**src/rtl/mdio_acc_pkg.sv**
```systemverilog
package mdio_acc_pkg;

  typedef enum logic [1:0] {
    OP_READ  = 2'b00,
    OP_WRITE = 2'b01,
    OP_RMW   = 2'b10,
    OP_RSVD  = 2'b11
  } accOp_t;

  typedef enum logic [1:0] {
    KIND_PAGE = 2'b00,
    KIND_LO   = 2'b01,
    KIND_HI   = 2'b10
  } frameKind_t;

  // strobes from the sequencer to the datapath
  typedef struct packed {
    logic       accept;
    logic       start;
    frameKind_t kind;
    logic       isRead;
    logic       capLo;
    logic       capHi;
    logic       merge;
  } dpStrobe_t;

  localparam logic [4:0] PAGE_PHY      = 5'h18;
  localparam logic [4:0] DATA_PHY_BASE = 5'h10;
  localparam int         FRAME_BITS    = 64;
  localparam int         TA_BIT        = 46;
  localparam int         DATA_BIT      = 48;

endpackage

```
**src/rtl/mdio_acc_dp.sv**
```systemverilog
module mdio_acc_dp
  import mdio_acc_pkg::*;
#(
  parameter int ADDR_W   = 18,
  parameter int DATA_W   = 32,
  parameter int MDC_HALF = 2
) (
  input  logic              clk,
  input  logic              rstN,
  input  dpStrobe_t         strobe,
  input  logic [ADDR_W-1:0] reqAddr,
  input  logic [DATA_W-1:0] reqWdata,
  input  logic [DATA_W-1:0] reqMask,
  output logic              frameDone,
  output logic [DATA_W-1:0] rdData,
  output logic              mdc,
  output logic              mdioOut,
  output logic              mdioOe,
  input  logic              mdioIn
);

  localparam int HALF_W = DATA_W / 2;
  localparam int PAGE_W = ADDR_W - 9;
  localparam int DIV_W  = $clog2(MDC_HALF) + 1;
  localparam int CNT_W  = $clog2(FRAME_BITS);

  logic [ADDR_W-1:2] addrQ;
  logic [DATA_W-1:0] wdataQ, maskQ, dataQ;

  logic                  active, isReadQ, mdcQ, frameDoneQ;
  logic [DIV_W-1:0]      divCnt;
  logic [CNT_W-1:0]      bitCnt;
  logic [FRAME_BITS-1:0] shReg;
  logic [HALF_W-1:0]     rxReg;

  // address split
  logic [PAGE_W-1:0] pageVal;
  logic [2:0]        phySel;
  logic [4:0]        regIdx;
  assign pageVal = addrQ[ADDR_W-1:9];
  assign phySel  = addrQ[8:6];
  assign regIdx  = {addrQ[5:2], 1'b0};

  logic [4:0]            framePhy, frameReg;
  logic [HALF_W-1:0]     payload;
  logic [FRAME_BITS-1:0] frameWord;

  always_comb begin
    framePhy = PAGE_PHY;
    frameReg = 5'd0;
    payload  = HALF_W'(pageVal);
    case (strobe.kind)
      KIND_LO: begin
        framePhy = DATA_PHY_BASE | {2'b00, phySel};
        frameReg = regIdx;
        payload  = dataQ[HALF_W-1:0];
      end
      KIND_HI: begin
        framePhy = DATA_PHY_BASE | {2'b00, phySel};
        frameReg = regIdx | 5'd1;
        payload  = dataQ[DATA_W-1:HALF_W];
      end
      default: ;
    endcase
    frameWord = {32'hFFFF_FFFF, 2'b01,
                 strobe.isRead ? 2'b10 : 2'b01,
                 framePhy, frameReg,
                 strobe.isRead ? 2'b11 : 2'b10,
                 strobe.isRead ? {HALF_W{1'b1}} : payload};
  end

  logic halfTick;
  assign halfTick = active && (divCnt == DIV_W'(MDC_HALF - 1));

  // frame engine: bits change on MDC fall, input sampled on MDC rise
  always_ff @(posedge clk) begin
    if (!rstN) begin
      active     <= 1'b0;
      isReadQ    <= 1'b0;
      mdcQ       <= 1'b0;
      divCnt     <= '0;
      bitCnt     <= '0;
      shReg      <= '0;
      rxReg      <= '0;
      frameDoneQ <= 1'b0;
    end else begin
      frameDoneQ <= 1'b0;
      if (strobe.start) begin
        active  <= 1'b1;
        isReadQ <= strobe.isRead;
        shReg   <= frameWord;
        bitCnt  <= '0;
        mdcQ    <= 1'b0;
        divCnt  <= '0;
      end else if (active) begin
        if (halfTick) begin
          divCnt <= '0;
          if (!mdcQ) begin
            mdcQ <= 1'b1;
            if (isReadQ && bitCnt >= CNT_W'(DATA_BIT))
              rxReg <= {rxReg[HALF_W-2:0], mdioIn};
          end else begin
            mdcQ   <= 1'b0;
            shReg  <= shReg << 1;
            bitCnt <= bitCnt + 1'b1;
            if (bitCnt == CNT_W'(FRAME_BITS - 1)) begin
              active     <= 1'b0;
              frameDoneQ <= 1'b1;
            end
          end
        end else begin
          divCnt <= divCnt + 1'b1;
        end
      end
    end
  end

  // request capture and data register
  always_ff @(posedge clk) begin
    if (!rstN) begin
      addrQ  <= '0;
      wdataQ <= '0;
      maskQ  <= '0;
      dataQ  <= '0;
    end else begin
      if (strobe.accept) begin
        addrQ  <= reqAddr[ADDR_W-1:2];
        wdataQ <= reqWdata;
        maskQ  <= reqMask;
        dataQ  <= reqWdata;
      end
      if (strobe.capLo) dataQ[HALF_W-1:0]      <= rxReg;
      if (strobe.capHi) dataQ[DATA_W-1:HALF_W] <= rxReg;
      if (strobe.merge) dataQ <= (dataQ & ~maskQ) | wdataQ;
    end
  end

  assign frameDone = frameDoneQ;
  assign rdData    = dataQ;
  assign mdc       = mdcQ;
  assign mdioOut   = active & shReg[FRAME_BITS-1];
  assign mdioOe    = active && !(isReadQ && bitCnt >= CNT_W'(TA_BIT));


  mdc_quiet_chk: assert property (@(posedge clk) disable iff (!rstN)
    !active |=> $stable(mdcQ));


  mdio_edge_chk: assert property (@(posedge clk) disable iff (!rstN)
    (active && $past(active) && !$fell(mdcQ)) |-> $stable(mdioOut));


  ta_release_chk: assert property (@(posedge clk) disable iff (!rstN)
    ($fell(mdioOe) && active) |-> (isReadQ && bitCnt == CNT_W'(TA_BIT)));

endmodule

```
**src/rtl/mdio_acc_ctrl.sv**
```systemverilog
module mdio_acc_ctrl
  import mdio_acc_pkg::*;
#(
  parameter int SETTLE_CYCLES = 250
) (
  input  logic       clk,
  input  logic       rstN,
  input  logic       reqValid,
  input  logic [1:0] reqOp,
  input  logic       frameDone,
  output dpStrobe_t  strobe,
  output logic       busy,
  output logic       done
);

  localparam int SW = $clog2(SETTLE_CYCLES + 1);

  typedef enum logic [3:0] {
    ST_IDLE, ST_PG, ST_PGW, ST_SETTLE,
    ST_RLO, ST_RLOW, ST_RHI, ST_RHIW, ST_MRG,
    ST_WLO, ST_WLOW, ST_WHI, ST_WHIW, ST_FIN
  } state_t;

  state_t  state, nextState;
  accOp_t  opQ;
  logic [SW-1:0] settleCnt;

  always_comb begin
    nextState = state;
    strobe    = '0;
    case (state)
      ST_IDLE: if (reqValid) begin
        strobe.accept = 1'b1;
        nextState     = ST_PG;
      end
      ST_PG: begin
        strobe.start = 1'b1;
        strobe.kind  = KIND_PAGE;
        nextState    = ST_PGW;
      end
      ST_PGW: if (frameDone) nextState = ST_SETTLE;
      ST_SETTLE: if (settleCnt == SW'(SETTLE_CYCLES - 1))
        nextState = (opQ == OP_WRITE) ? ST_WLO : ST_RLO;
      ST_RLO: begin
        strobe.start  = 1'b1;
        strobe.kind   = KIND_LO;
        strobe.isRead = 1'b1;
        nextState     = ST_RLOW;
      end
      ST_RLOW: if (frameDone) begin
        strobe.capLo = 1'b1;
        nextState    = ST_RHI;
      end
      ST_RHI: begin
        strobe.start  = 1'b1;
        strobe.kind   = KIND_HI;
        strobe.isRead = 1'b1;
        nextState     = ST_RHIW;
      end
      ST_RHIW: if (frameDone) begin
        strobe.capHi = 1'b1;
        nextState    = (opQ == OP_RMW) ? ST_MRG : ST_FIN;
      end
      ST_MRG: begin
        strobe.merge = 1'b1;
        nextState    = ST_WLO;
      end
      ST_WLO: begin
        strobe.start = 1'b1;
        strobe.kind  = KIND_LO;
        nextState    = ST_WLOW;
      end
      ST_WLOW: if (frameDone) nextState = ST_WHI;
      ST_WHI: begin
        strobe.start = 1'b1;
        strobe.kind  = KIND_HI;
        nextState    = ST_WHIW;
      end
      ST_WHIW: if (frameDone) nextState = ST_FIN;
      ST_FIN:  nextState = ST_IDLE;
      default: nextState = ST_IDLE;
    endcase
  end

  always_ff @(posedge clk) begin
    if (!rstN) begin
      state     <= ST_IDLE;
      opQ       <= OP_READ;
      settleCnt <= '0;
    end else begin
      state <= nextState;
      if (strobe.accept) opQ <= accOp_t'(reqOp);
      if (state == ST_SETTLE) settleCnt <= settleCnt + 1'b1;
      else                    settleCnt <= '0;
    end
  end

  assign busy = (state != ST_IDLE);
  assign done = (state == ST_FIN);

  // cycles since the page frame finished, saturating
  logic [SW-1:0] gapCnt;
  always_ff @(posedge clk) begin
    if (!rstN) gapCnt <= '0;
    else if (state == ST_PGW && frameDone) gapCnt <= '0;
    else if (gapCnt < SW'(SETTLE_CYCLES)) gapCnt <= gapCnt + 1'b1;
  end


  settle_gap_chk: assert property (@(posedge clk) disable iff (!rstN)
    (strobe.start && strobe.kind == KIND_LO) |-> gapCnt >= SW'(SETTLE_CYCLES));


  done_pulse_chk: assert property (@(posedge clk) disable iff (!rstN)
    done |=> !done);


  busy_cause_chk: assert property (@(posedge clk) disable iff (!rstN)
    $rose(busy) |-> $past(reqValid));

endmodule

```
**src/rtl/mdio_reg32_access.sv**
```systemverilog
module mdio_reg32_access
  import mdio_acc_pkg::*;
#(
  parameter int CLK_HZ    = 50_000_000,
  parameter int SETTLE_US = 5,
  parameter int MDC_HALF  = 2
) (
  input  logic        clk,
  input  logic        rstN,
  input  logic        reqValid,
  input  logic [1:0]  reqOp,
  input  logic [17:0] reqAddr,
  input  logic [31:0] reqWdata,
  input  logic [31:0] reqMask,
  output logic        busy,
  output logic        done,
  output logic [31:0] rdData,
  output logic        mdc,
  output logic        mdioOut,
  output logic        mdioOe,
  input  logic        mdioIn
);

  localparam int SETTLE_RAW    = (CLK_HZ / 1_000_000) * SETTLE_US;
  localparam int SETTLE_CYCLES = (SETTLE_RAW < 1) ? 1 : SETTLE_RAW;

  dpStrobe_t strobe;
  logic      frameDone;

  mdio_acc_ctrl #(.SETTLE_CYCLES(SETTLE_CYCLES)) ctrlInst (
    .clk(clk), .rstN(rstN), .reqValid(reqValid), .reqOp(reqOp),
    .frameDone(frameDone), .strobe(strobe), .busy(busy), .done(done)
  );

  mdio_acc_dp #(.ADDR_W(18), .DATA_W(32), .MDC_HALF(MDC_HALF)) dpInst (
    .clk(clk), .rstN(rstN), .strobe(strobe), .reqAddr(reqAddr),
    .reqWdata(reqWdata), .reqMask(reqMask), .frameDone(frameDone),
    .rdData(rdData), .mdc(mdc), .mdioOut(mdioOut), .mdioOe(mdioOe),
    .mdioIn(mdioIn)
  );

endmodule

```
**config.mk**
```make
export PLATFORM = sky130hd
export DESIGN_NAME = mdio_reg32_access
export DESIGN_NICKNAME = d
export VERILOG_FILES = /design/src/rtl/mdio_acc_pkg.sv /design/src/rtl/mdio_acc_dp.sv /design/src/rtl/mdio_acc_ctrl.sv /design/src/rtl/mdio_reg32_access.sv
export SDC_FILE = /design/constraint.sdc
export NUM_CORES = 1
export LEC_CHECK = 0
export ABC_AREA = 1
export BUFFER_PORTS_ARGS = -buffer_cell sky130_fd_sc_hd__buf_4
export CORE_MARGIN = 2
export CORE_UTILIZATION = 41
export DETAILED_ROUTE_END_ITERATION = 16
export PLACE_DENSITY = 0.7
export SLEW_MARGIN = 20
export SYNTH_ARGS = -nofsm -noshare
export SYNTH_HDL_FRONTEND = slang
export SYNTH_SLANG_ARGS = --single-unit
```
**constraint.sdc**
```tcl
create_clock -name clk -period 2.3 [get_ports clk]
set_input_delay 0.115 -clock clk [delete_from_list [all_inputs] [get_ports clk]]
set_output_delay 0.115 -clock clk [all_outputs]
set_load 0.03 [all_outputs]
```
==> out/qor_table.md <==
| Step | Metric | Reported |
|:---|:---|:---|
| layout | Fraction of the core area covered by cells at the end of the flow | 0.550 |
| layout | Total number of nets in the final design | 1694 |
| worst setup path | Arrival @ worst endpoint | 2520 ps |
| worst setup path | Largest fanout on the critical path | 44 |
| sta | Relative max-transition margin | 0.484 |
| synth | Share of synthesized cell area in full adder, half adder and majority cells | 0.00913 |
| clock network | CTS Root Buffer Type | sky130_fd_sc_hd__clkbuf_16 |
| synth | Syn. warnings | 0 |
| grt | Initial antenna violation count | 0 |
| pwr | Worst ir drop on vdd | 0.537 mV |
| synth | Dominant register cell in the synthesized netlist | sky130_fd_sc_hd__dfxtp_1 |
| floorplan | CORE AREA | 0.0228 sq mm |
| clock network | Number of levels the H-tree was split into | 1 |
| worst setup path | Startpoint-to-endpoint class of the critical path | flop to flop |
| drt | Via-to-Cell Ratio | 4.98 |
| grt | Global route overflow | 0 |
| synth | Post-synth cell types | 32 |
| layout | Top library cells by usage in the layout, fill and taps aside | sky130_fd_sc_hd__nand2_1 (236), sky130_fd_sc_hd__dfxtp_1 (218), sky130_fd_sc_hd__nor2_1 (209) |
| worst setup path | Delay contributed by the slowest stage of the critical path | 550 ps |
| synth | Cell area after synthesis | 0.00960 sq mm |
| drt | Routed WL | 26900 um |
| synth | Simple-gate area share of the yosys netlist | 0.225 |
| worst setup path | CP cell instances | buf_4 > nor2_4 > nand2_2 > nor2_4 > clkinv_2 > buf_6 > nor2_1 > nor2_1 > dlygate4sd3_1 |
| pwr | Pwr per Cell Area | 1100 mW/mm^2 |
| placed design | Post-Place Setup Slack | 92.1 ps |
| sta | Setup Skew | 14.8 ps |
| placed design | Post-DP HPWL | 17600 um |
| sta | Number of setup violations in the final report | 0 |
| worst setup path | Worst EP required | 2700 ps |
| floorplan | Area of the die | 0.0246 sq mm |
| drt | Iteration-0 DRC Markers | 793 |
| sta | Count of pins over their slew limit | 0 |
| sta | Unrepaired setup endpoints after global routing | false |
| pwr | P_leak | 5.78 nW |
| synth | EDFF count, synth | 0 |
| drt | Final ANT Viol Nets | 0 |
| job | Number of maximum-capacitance violations | 0 |
| run status | Outcome | finished, final reports clean |
| worst setup path | Worst Setup Start Kind | flop |
| floorplan | Number of placed I/O pins | 125 |
| synth | Portion of netlist area occupied by mux cells | 0 |
| sta | Maximum clock frequency | 472 MHz |
| synth | Flip-flop and latch count after synthesis | 218 |
| grt | Number of global-route vias before repair | 8782 |
| sta | Actual transition at the worst max-transition pin | 774 ps |
| layout | Synth-to-layout area growth | 30.6% |
| clock network | Clock buffers created by TritonCTS | 24 |
| floorplan | Chip height | 157 um |
| synth | Main combinational cell family by area after synthesis | simple AND/OR/NAND/NOR gates |
| clock network | Clock insertion delay at the later pin of the skew report | 530 ps |
| sta | Final hold slack | 25.6 ps |
| sta | Setup_tns | 0 ps |
| layout | Most frequent standard cell in the layout excluding fill and tap cells | sky130_fd_sc_hd__nand2_1 |
| placed design | RD Place Congestion | 0.908 |
| sta | Fin crit period | 2120 ps |
| floorplan | DIE WIDTH | 157 um |
| drt | Routed WL per cell | 13.9 um |
| synth | Synth Area per Inst | 6.81 sq um |
| synth | Area fraction in compound gates after synthesis | 0.204 |
| floorplan | Core Rows | 55 |
| synth | Share of the synthesized area in the top cell type | 0.455 |
| synth | Post-synthesis cell count | 1409 |
| grt | GRT Resource Usage Total | 0.215 |
| synth | Sequential area share after synthesis | 0.455 |
| synth | Cell taking the most area after synthesis | sky130_fd_sc_hd__dfxtp_1 |
| floorplan | Initial core utilization | 0.421 |
| drt | Detailed-route DRC error count | 0 |
| clock network | Maximum buffer depth of the clock tree | 3 |
| grt | First-pass GRT wire length | 43400 um |
| placed design | IO buf count | 122 |
| drt | Via total after detailed routing | 9615 |
| worst setup path | Crit path capture type | flop |
| grt | Maximum number of pins on one net before global-route repair | 89 |
| layout | Antenna fix cells | 0 |
| synth | Xor/xnor cell area share of the yosys netlist | 0 |
| synth | Synthesized netlist net count | 1504 |
| hold path | Worst Hold Class | input port to flop |
| layout | Share of layout cells above drive strength 1 | 0.138 |
| sta | Period utilization | 0.921 |
| synth | Top cells by area, synth | sky130_fd_sc_hd__dfxtp_1 (45%), sky130_fd_sc_hd__nand2_1 (9.3%), sky130_fd_sc_hd__nor2_1 (8.3%), sky130_fd_sc_hd__o21ai_1 (8.0%), sky130_fd_sc_hd__inv_1 (6.4%) |
| drt | First-pass iteration count of the detailed router | 5 |
| clock network | Clock-pin transition on the worst setup and hold timing paths | 60 ps |
| worst setup path | Count of buffering cells on the critical path with inverters included | 4 |
| clock network | Number of sinks handled by clock tree synthesis | 218 |
| clock network | CTS tree | built |
| worst setup path | Cell family contributing the most delay on the critical path | buffers and inverters |
| sta | Final critical-path setup slack | 183 ps |
| synth | Share of flip-flops with an asynchronous set or reset | 0 |
| worst setup path | Worst-path cell with the longest stage delay | sky130_fd_sc_hd__dlygate4sd3_1 |
| sta | Count of final hold-check violations | 0 |
## logic make-up (layout without fill, tap and decap cells)
logic type	count (synthesis)	count (layout)
AO/OA/AOI/OAI	381	381
AND/OR/NAND/NOR	539	539
buffers and inverters	264	471
flip-flops	218	218
adder cells (fa/ha/maj)	7	7
## worst paths after layout
check | from | to | slack, ps | cells past startpoint
worst min register to register | ctrlInst.settleCnt[7] | ctrlInst.settleCnt[7] | 440 | 1
worst min-delay path | reqValid | ctrlInst.state[1] | 30 | 4
worst max register to register | ctrlInst.state[3] | dpInst.addrQ[16] | 180 | 9
worst max-delay path | ctrlInst.state[3] | dpInst.addrQ[16] | 180 | 9
## Yosys cell counts, types with 2 or more instances
library cell / n
sky130_fd_sc_hd__clkbuf_1: 41
sky130_fd_sc_hd__buf_1: 3
sky130_fd_sc_hd__a21oi_1: 101
sky130_fd_sc_hd__o21ai_0: 106
sky130_fd_sc_hd__nor2_1: 212
sky130_fd_sc_hd__o21ai_1: 154
sky130_fd_sc_hd__dfxtp_1: 218
sky130_fd_sc_hd__inv_1: 163
sky130_fd_sc_hd__nand4_1: 2
sky130_fd_sc_hd__ha_1: 7
sky130_fd_sc_hd__o22ai_1: 8
sky130_fd_sc_hd__nand3_1: 77
sky130_fd_sc_hd__nand2_1: 238
sky130_fd_sc_hd__clkinv_1: 3
sky130_fd_sc_hd__nor2_2: 3
sky130_fd_sc_hd__o211ai_1: 2
sky130_fd_sc_hd__buf_2: 34
sky130_fd_sc_hd__a31oi_1: 3
sky130_fd_sc_hd__inv_2: 20
sky130_fd_sc_hd__o21a_1: 2
## timing repair
item                                   in CTS  in global routing
hold buffers                               87                  0
endpoints found under the hold margin      92                  0
setup endpoints to repair                   0                 38
resized for setup                           0                 11
buffers inserted                            0                  0
## stage by stage
step	std cells	area, sq um	total power [mW]
after detailed placement	1799	10900	9.89
after global routing	1929	12500	14.8
final	1929	12500	13.8
after floorplan	1409	9600	8.47
after CTS	1929	12500	13.8
after global placement	1799	10900	9.78
## worst min-delay path, stage by stage
cell	delay [ps]
sky130_fd_sc_hd__buf_4	100
sky130_fd_sc_hd__nor2_1	60
sky130_fd_sc_hd__nand3b_1	150
sky130_fd_sc_hd__nor2_1	90
## report_power, final
part,internal [mW],switching [mW]
Sequential,4.89,0.656
Combinational,1.63,2.90
Clock,2.22,1.53
## cell type report
cell class,count,area [sq um]
repair buffers,242,2070
multi-input cells,927,4230
inverters,186,699
clock inverters,4,73.8
flip-flops and latches,218,4360
fillers,2130,10200
well taps,313,392
clock buffers,39,707
## sequential cells by signal (all words and copies together) (netlist names)
| register | cells |
|---|---|
| ctrlInst.opQ | 2 |
| ctrlInst.settleCnt | 8 |
| ctrlInst.state | 4 |
| dpInst.active | 1 |
| dpInst.addrQ | 16 |
| dpInst.bitCnt | 6 |
| dpInst.divCnt | 2 |
| dpInst.frameDone | 1 |
| dpInst.isReadQ | 1 |
| dpInst.maskQ | 32 |
| dpInst.mdc | 1 |
| dpInst.rdData | 32 |
| dpInst.rxReg | 16 |
| dpInst.shReg | 64 |
| dpInst.wdataQ | 32 |
## per-layer routing
layer,vias up,wire [um],GRT usage
met1,4370,12300,0.298
met4,0,679,0.0633
met2,300,12200,0.352
met5,-,0,0
li1,4901,-,-
met3,44,1640,0.0281
No activity file was read; power rests on OpenSTA's default activity.
